### config.mk
export PLATFORM = sky130hd
export DESIGN_NAME = boot_prot_map
export DESIGN_NICKNAME = d
export VERILOG_FILES = /design/src/rtl/boot_prot_pkg.sv /design/src/rtl/sector_decode.sv /design/src/rtl/group_prot_bank.sv /design/src/rtl/access_gate.sv /design/src/rtl/boot_prot_map.sv
export SDC_FILE = /design/constraint.sdc
export NUM_CORES = 1
export LEC_CHECK = 0
export BUFFER_PORTS_ARGS = -buffer_cell sky130_fd_sc_hd__buf_2
export CAP_MARGIN = 30
export CORE_UTILIZATION = 46
export DETAILED_ROUTE_END_ITERATION = 6
export HOLD_SLACK_MARGIN = 0.03
export PLACE_DENSITY_LB_ADDON = 0.12
export SLEW_MARGIN = 15
export SYNTH_ARGS = -nofsm -noshare
export SYNTH_HDL_FRONTEND = slang
export SYNTH_SLANG_ARGS = --single-unit
### constraint.sdc
create_clock -name clk -period 2 [get_ports clk]
set_clock_uncertainty 0.2 [all_clocks]
set_input_delay 0.2 -clock clk [delete_from_list [all_inputs] [get_ports clk]]
set_output_delay 0.2 -clock clk [all_outputs]
set_load 0.02 [all_outputs]
### src/rtl/boot_prot_pkg.sv
// Shared constants and command codes for the boot-sector protection block.
// Assumes the 71-sector, 24-group organisation of a 32-Mbit boot flash.
package boot_prot_pkg;
    localparam int ADDR_W    = 21;
    localparam int CODE_W    = 9;
    localparam int BOOT_CNT  = 8;
    localparam int BIG_CNT   = 63;
    localparam int NUM_SECT  = BIG_CNT + BOOT_CNT;
    localparam int NUM_GRP   = 24;
    localparam int SECT_W    = $clog2(NUM_SECT);
    localparam int GRP_W     = $clog2(NUM_GRP);

    typedef enum logic [1:0] {
        OP_IDLE      = 2'b00,
        OP_PROTECT   = 2'b01,
        OP_CLEAR_ALL = 2'b10,
        OP_RSVD      = 2'b11
    } prot_op_e;
endpackage

### src/rtl/sector_decode.sv
// Maps the sector code in the upper address bits to a sector number, a
// protection group number and an "outermost boot sector" flag.
// Assumes a 9-bit code: 64 KB sectors use code[8:3], boot sectors code[2:0].
module sector_decode
    import boot_prot_pkg::*;
#(
    parameter bit TOP_BOOT = 1'b1
) (
    input  logic [ADDR_W-1:0] addr,
    output logic [SECT_W-1:0] sector,
    output logic [GRP_W-1:0]  group,
    output logic              outer
);
    localparam int BIG_W = CODE_W - 3;

    logic [CODE_W-1:0] code;
    assign code = addr[ADDR_W-1 -: CODE_W];

    generate
        if (TOP_BOOT) begin : g_top
            // Top layout: all-ones upper code opens the boot region.
            always_comb begin
                if (&code[CODE_W-1:3]) begin
                    sector = SECT_W'(BIG_CNT) + SECT_W'(code[2:0]);
                    group  = GRP_W'(NUM_GRP - BOOT_CNT) + GRP_W'(code[2:0]);
                    outer  = (code[2:1] == 2'b11);
                end else begin
                    sector = SECT_W'(code[CODE_W-1:3]);
                    group  = GRP_W'(code[CODE_W-1:5]);
                    outer  = 1'b0;
                end
            end
        end else begin : g_bot
            // Bottom layout: all-zero upper code opens the boot region.
            always_comb begin
                if (code[CODE_W-1:3] == '0) begin
                    sector = SECT_W'(code[2:0]);
                    group  = GRP_W'(code[2:0]);
                    outer  = (code[2:1] == 2'b00);
                end else begin
                    sector = SECT_W'(BOOT_CNT - 1) + SECT_W'(code[CODE_W-1:3]);
                    group  = GRP_W'(BOOT_CNT) + GRP_W'(code[CODE_W-1:5]);
                    outer  = 1'b0;
                end
            end
        end
    endgenerate
endmodule

### src/rtl/group_prot_bank.sv
// Holds one protect bit per sector group and applies protect and
// unprotect-all commands. Unprotect-all is honoured only when every bit is set.
// Two read ports: one for the request path, one for verify queries.
module group_prot_bank
    import boot_prot_pkg::*;
(
    input  logic             clk,
    input  logic             rst_n,
    input  logic             cmd_valid,
    input  logic [1:0]       cmd_op,
    input  logic [GRP_W-1:0] cmd_grp,
    input  logic [GRP_W-1:0] req_grp,
    input  logic [GRP_W-1:0] vfy_grp,
    output logic             req_prot,
    output logic             vfy_prot
);
    logic [NUM_GRP-1:0] bits_q;

    // Protect-bit storage and command application.
    always_ff @(posedge clk) begin
        if (!rst_n) begin
            bits_q <= '0;
        end else if (cmd_valid) begin
            case (prot_op_e'(cmd_op))
                OP_PROTECT:   bits_q[cmd_grp] <= 1'b1;
                OP_CLEAR_ALL: if (&bits_q) bits_q <= '0;
                default:      ;
            endcase
        end
    end

    // Read ports for the request path and the verify path.
    assign req_prot = bits_q[req_grp];
    assign vfy_prot = bits_q[vfy_grp];

    // a protect command leaves its group's bit set.
    a_r4_protect_sticks: assert property (@(posedge clk) disable iff (!rst_n)
        (cmd_valid && cmd_op == OP_PROTECT) |=> bits_q[$past(cmd_grp)]);

    // unprotect-all with any bit clear keeps the bits.
    a_r10_refuse_keeps: assert property (@(posedge clk) disable iff (!rst_n)
        (cmd_valid && cmd_op == OP_CLEAR_ALL && !(&bits_q)) |=> $stable(bits_q));

    // reserved or idle codes change nothing.
    a_r12_idle_ops: assert property (@(posedge clk) disable iff (!rst_n)
        (cmd_valid && (cmd_op == OP_IDLE || cmd_op == OP_RSVD)) |=> $stable(bits_q));

    // bits are clear on the first cycle out of reset.
    a_r11_reset_clear: assert property (@(posedge clk) disable iff (!rst_n)
        $rose(rst_n) |-> (bits_q == '0));
endmodule

### src/rtl/access_gate.sv
// Merges the stored group bit with write-protect, temporary-unprotect and
// acceleration levels into an allow flag, and registers a reject pulse.
// Priority: acceleration, then write-protect of outer sectors, then temporary unprotect.
module access_gate (
    input  logic clk,
    input  logic rst_n,
    input  logic req_valid,
    input  logic outer,
    input  logic grp_prot,
    input  logic wp_n,
    input  logic acc_hv,
    input  logic tmp_unprot,
    output logic allow,
    output logic reject
);
    logic permit;

    // Override merge for the addressed sector.
    always_comb begin
        if (acc_hv)                permit = 1'b1;
        else if (outer && !wp_n)   permit = 1'b0;
        else if (tmp_unprot)       permit = 1'b1;
        else                       permit = !grp_prot;
    end

    assign allow = req_valid && permit;

    // One-cycle reject flag after a denied request.
    always_ff @(posedge clk) begin
        if (!rst_n) reject <= 1'b0;
        else        reject <= req_valid && !permit;
    end

    // a denied request is followed by a reject pulse.
    a_r5_reject_follows: assert property (@(posedge clk) disable iff (!rst_n)
        (req_valid && !allow) |=> reject);

    // no reject without a request in the previous cycle.
    a_r5_reject_needs_req: assert property (@(posedge clk) disable iff (!rst_n)
        reject |-> $past(req_valid));
endmodule

### src/rtl/boot_prot_map.sv
// Top of the boot-sector map and protection logic. Decodes request and
// verify addresses, keeps per-group protect bits and produces the allow
// decision. TOP_BOOT selects where the boot sectors sit.
module boot_prot_map
    import boot_prot_pkg::*;
#(
    parameter bit TOP_BOOT = 1'b1
) (
    input  logic              clk,
    input  logic              rst_n,
    input  logic              cmd_valid,
    input  logic [1:0]        cmd_op,
    input  logic [ADDR_W-1:0] cmd_addr,
    input  logic              req_valid,
    input  logic [ADDR_W-1:0] req_addr,
    input  logic              wp_n,
    input  logic              acc_hv,
    input  logic              tmp_unprot,
    input  logic [ADDR_W-1:0] vfy_addr,
    output logic [SECT_W-1:0] sector_idx,
    output logic [GRP_W-1:0]  group_idx,
    output logic              req_allow,
    output logic              req_reject,
    output logic              vfy_prot
);
    localparam int NPORT = 3;   // 0: request, 1: command, 2: verify

    logic [ADDR_W-1:0] dec_addr  [NPORT];
    logic [SECT_W-1:0] dec_sect  [NPORT];
    logic [GRP_W-1:0]  dec_grp   [NPORT];
    logic              dec_outer [NPORT];
    logic              req_prot;

    assign dec_addr[0] = req_addr;
    assign dec_addr[1] = cmd_addr;
    assign dec_addr[2] = vfy_addr;

    // One decoder per address source.
    generate
        for (genvar p = 0; p < NPORT; p++) begin : g_dec
            sector_decode #(.TOP_BOOT(TOP_BOOT)) u_dec (
                .addr   (dec_addr[p]),
                .sector (dec_sect[p]),
                .group  (dec_grp[p]),
                .outer  (dec_outer[p])
            );
        end
    endgenerate

    assign sector_idx = dec_sect[0];
    assign group_idx  = dec_grp[0];

    group_prot_bank u_bank (
        .clk       (clk),
        .rst_n     (rst_n),
        .cmd_valid (cmd_valid),
        .cmd_op    (cmd_op),
        .cmd_grp   (dec_grp[1]),
        .req_grp   (dec_grp[0]),
        .vfy_grp   (dec_grp[2]),
        .req_prot  (req_prot),
        .vfy_prot  (vfy_prot)
    );

    access_gate u_gate (
        .clk        (clk),
        .rst_n      (rst_n),
        .req_valid  (req_valid),
        .outer      (dec_outer[0]),
        .grp_prot   (req_prot),
        .wp_n       (wp_n),
        .acc_hv     (acc_hv),
        .tmp_unprot (tmp_unprot),
        .allow      (req_allow),
        .reject     (req_reject)
    );

    localparam logic [SECT_W-1:0] OUT_A = TOP_BOOT ? SECT_W'(NUM_SECT - 1) : '0;
    localparam logic [SECT_W-1:0] OUT_B = TOP_BOOT ? SECT_W'(NUM_SECT - 2) : SECT_W'(1);

    // decoded indices stay inside the organisation.
    a_r3_index_range: assert property (@(posedge clk) disable iff (!rst_n)
        (sector_idx < SECT_W'(NUM_SECT)) && (group_idx < GRP_W'(NUM_GRP)));

    // outermost sectors are shut while write-protect is low.
    a_r6_wp_outer: assert property (@(posedge clk) disable iff (!rst_n)
        (!wp_n && !acc_hv && (sector_idx == OUT_A || sector_idx == OUT_B)) |-> !req_allow);

    // acceleration opens every sector.
    a_r8_acc_open: assert property (@(posedge clk) disable iff (!rst_n)
        (acc_hv && req_valid) |-> req_allow);

    // no allow without a request.
    a_r5_allow_needs_req: assert property (@(posedge clk) disable iff (!rst_n)
        !req_valid |-> !req_allow);
endmodule

==> out/metrics.csv <==
stage;metric;value;unit
clocking;htree depth;1;
yosys;synthesized area;1750;sq um
critical_path;R2R Setup Slk;0.04;ns
timing;RSZ-0062 raised after global routing;yes;
clocking;clock sinks;25;
timing;Final Setup Violations;2;
timing;min Tclk post-route;2.22;ns
route;Routed Antenna Nets;0;
timing;Max Slew Vio Count;0;
yosys;Async S/R FF share, synth;0;
yosys;Synth Area in XOR/XNOR;0;
clocking;clk root buf;clkbuf_8;
clocking;CTS tree;yes;
yosys;post-synth cell types;45;
status;status;finished, violations left;
finish;# fillers;266;
timing;Worst-Margin Slew;0.586;ns
global_routing;largest net degree at the start of global routing;16;
placement;PortBufs;50;
global_routing;antenna violations before repair;0;
timing;post-route clock period utilization;1.11;
floorplanning;core area;3660;sq um
critical_path;Register-to-Register Path Depth;8;
yosys;complex-gate fraction of the synthesized area;0.238;
pwr;Pwr Density;393;nW/um^2
critical_path;Worst setup startpoint;vfy_addr[19];
yosys;cells after synthesis;216;
route;initial DRC count;100;
critical_path;CP Data Required Time;1.60;ns
clocking;Clock Tree Buf Depth;2;
route;Vias/cell;5.65;
yosys;largest family of logic cells by synthesized area;simple AND/OR/NAND/NOR gates;
route;DR vias;2219;
yosys;Synth Register Bits;25;
critical_path;FF-to-FF End;u_bank.bits_q[0];
clocking;CTS Buf Count;3;
finish;nets@finish;420;
route;Pre-antenna DRT Iters;4;
placement;final HPWL from detailed placement;4.36;mm
global_routing;GRT Total Usage;0.284;
critical_path;crit start category;primary input;
finish;area grow syn2layout;64.9;%
yosys;Syn Area/Cell;8.08;sq um
flow_run;MaxCap Viol Count;0;
clocking;clock latency at the later pin of the worst-skew pair;0.27;ns
timing;maximum clock rate;450;MHz
critical_path;Worst EP arrival;1.82;ns
min_path;Worst Hold Launch;cmd_addr[19];
critical_path;crit end category;output port;
yosys;Post-Synth Simple-Gate Area;0.285;
placement;dpl cells;376;
timing;Final Hold Vio Count;0;
timing;Setup TNS Final;-0.370;ns
floorplanning;Die Y;63.6;um
critical_path;Max FO, Critical Path;4;
global_routing;number of global-route vias before repair;2085;
yosys;Syn. warnings;0;
placement;gpl congestion;0.804;
critical_path;r2r startpoint;u_bank.bits_q[1];
timing;smallest setup slack after layout;-0.220;ns
finish;Layout Cells excl Fill;393;
yosys;EDFF count, synth;0;
min_path;HP Class;primary input to register;
pwr;Power Total;1.13;mW
critical_path;CP Class;primary input to output port;
global_routing;first-pass GRT wire length;9.12;mm
pwr;Worst IR Drop VDD;0.000326;V
status;failing checks;setup timing;
route;DRC;0;
route;WL/cell;15.5;um
yosys;multiplexer share of the synthesized area;0.138;
timing;max_slew headroom;0.606;
floorplanning;total I/O pin count;87;
min_path;cell depth of the worst hold path;4;
finish;share of cells above drive strength 1;0.499;
global_routing;final global-route overflow total;0;
finish;ant diodes;0;
yosys;sequential share of the synthesized area;0.287;
yosys;Most used DFF post-synth;dfxtp_1;
floorplanning;die area;4040;sq um
pwr;leakage;1.35;nW
clocking;clock-pin slew on the worst setup and hold paths;0.08;ns
floorplanning;Core Rows;22;
floorplanning;die width;63.6;um
floorplanning;Initial Util;0.477;
min_path;WHS Endpoint;u_bank.bits_q[11];
yosys;Post-Synth Adder-Cell Area;0.0143;
yosys;net count after synthesis;290;
route;Total Wirelength;6.08;mm
[how the worst max path moves through the flow]
stage               slack [ns]  cells after the start            end
detailed placement       -0.17                      9      req_allow
finish                   -0.22                      9       vfy_prot
floorplan                -0.03                      4  sector_idx[3]
global placement         -0.14                      9      req_allow
global route             -0.27                     10      req_allow
CTS                      -0.16                      6       vfy_prot
[cells by family after synthesis]
logic type / Yosys count
compound gates: 58
fa+ha+maj: 2
mux: 22
buf+inv: 16
flops: 25
simple gates: 93
[timing repair]
action	in CTS	in global routing
endpoints found under the hold margin	2	0
setup endpoints to repair	2	28
hold buffers	3	0
pin swaps	6	21
resized for setup	19	25
setup buffers	6	4
[sequential cells by signal (all words and copies together) (netlist names)]
name / cells
u_bank.bits_q: 24
u_gate.reject: 1
[per-layer routing]
metal | GRT usage | vias up | wire length [um]
li1 | - | 1060 | -
met1 | 0.346 | 1058 | 2560
met2 | 0.501 | 84 | 3120
met3 | 0.0181 | 17 | 252
met4 | 0.134 | 0 | 141
met5 | 0 | - | 0
[cells in the mapped netlist (2+ instances only)]
cell type | number | share of area
nand2b_1 | 2 | 0.0072
o31ai_1 | 2 | 0.0086
a221oi_1 | 2 | 0.010
nor2b_1 | 7 | 0.025
and2_1 | 2 | 0.0072
nor2_1 | 33 | 0.071
buf_2 | 5 | 0.014
a21oi_1 | 24 | 0.069
nand2_1 | 16 | 0.034
mux2_2 | 4 | 0.026
ha_1 | 2 | 0.014
nor4_1 | 3 | 0.011
mux2i_1 | 17 | 0.097
dfxtp_1 | 25 | 0.29
o31a_1 | 2 | 0.010
and3_1 | 2 | 0.0072
inv_1 | 11 | 0.024
o21ai_0 | 4 | 0.011
o21ai_1 | 2 | 0.0057
nor3_1 | 3 | 0.0086
nand3_1 | 8 | 0.023
nand3b_1 | 2 | 0.0086
nand4_1 | 9 | 0.032
o41ai_1 | 2 | 0.010
a31oi_1 | 6 | 0.022
a211oi_1 | 2 | 0.0086
[power by group]
group | total (mW) | internal, mW | switching [mW]
sequential | 0.502 | 0.500 | 0.00191
combinational | 0.329 | 0.159 | 0.170
clock | 0.301 | 0.141 | 0.160
total | 1.13 | 0.800 | 0.332
[metrics by stage]
stage	area (sq um)	setup WS [ns]	utilization	hold slack (ns)
finish	2880	-0.220	0.786	0.178
global route	2880	-0.270	0.786	0.215
CTS	2740	-0.160	0.748	0.164
detailed placement	2550	-0.174	0.697	0.246
global placement	2550	-0.141	0.697	0.243
floorplan	1750	-0.0295	-	0.119
[critical path, stage by stage]
cell	delay (ns)
buf_2	0.12
buf_4	0.13
nand2_1	0.23
mux2i_1	0.27
mux2i_1	0.13
mux2i_1	0.15
o22ai_1	0.08
a221o_1	0.36
buf_6	0.14
[final cells by class]
cell class,instances,area (sq um),area share
sequential,25,510,0.177
clock buffer,3,41.3,0.0143
tap,48,60.1,0.0209
inverter,11,41.3,0.0143
timing repair buffer,130,932,0.324
multi-input combinational,175,1280,0.447
clock inverter,1,7.51,0.00261
[cells in the final DEF (no fill, tap or decap), drive strengths merged, types with 2 or more instances in the layout]
master       netlist  routed
o41ai              2       2
nor3               4       4
nor2b              7       7
ha                 2       2
nor4               5       5
mux2               4       4
nand4              9       9
o31a               2       2
inv               11      11
nor2              33      33
nand3b             2       2
nand2b             2       2
clkbuf             0       3
o21ai              7       7
buf                5     127
a31oi              6       6
a221oi             2       2
a211oi             2       2
nand2             16      16
a21oi             25      25
mux2i             17      17
and3               2       2
nand3              9       9
o31ai              4       4
dfxtp             25      25
dlygate4sd3        0       3
and2               2       2
Power figures use the tool's default switching activity.
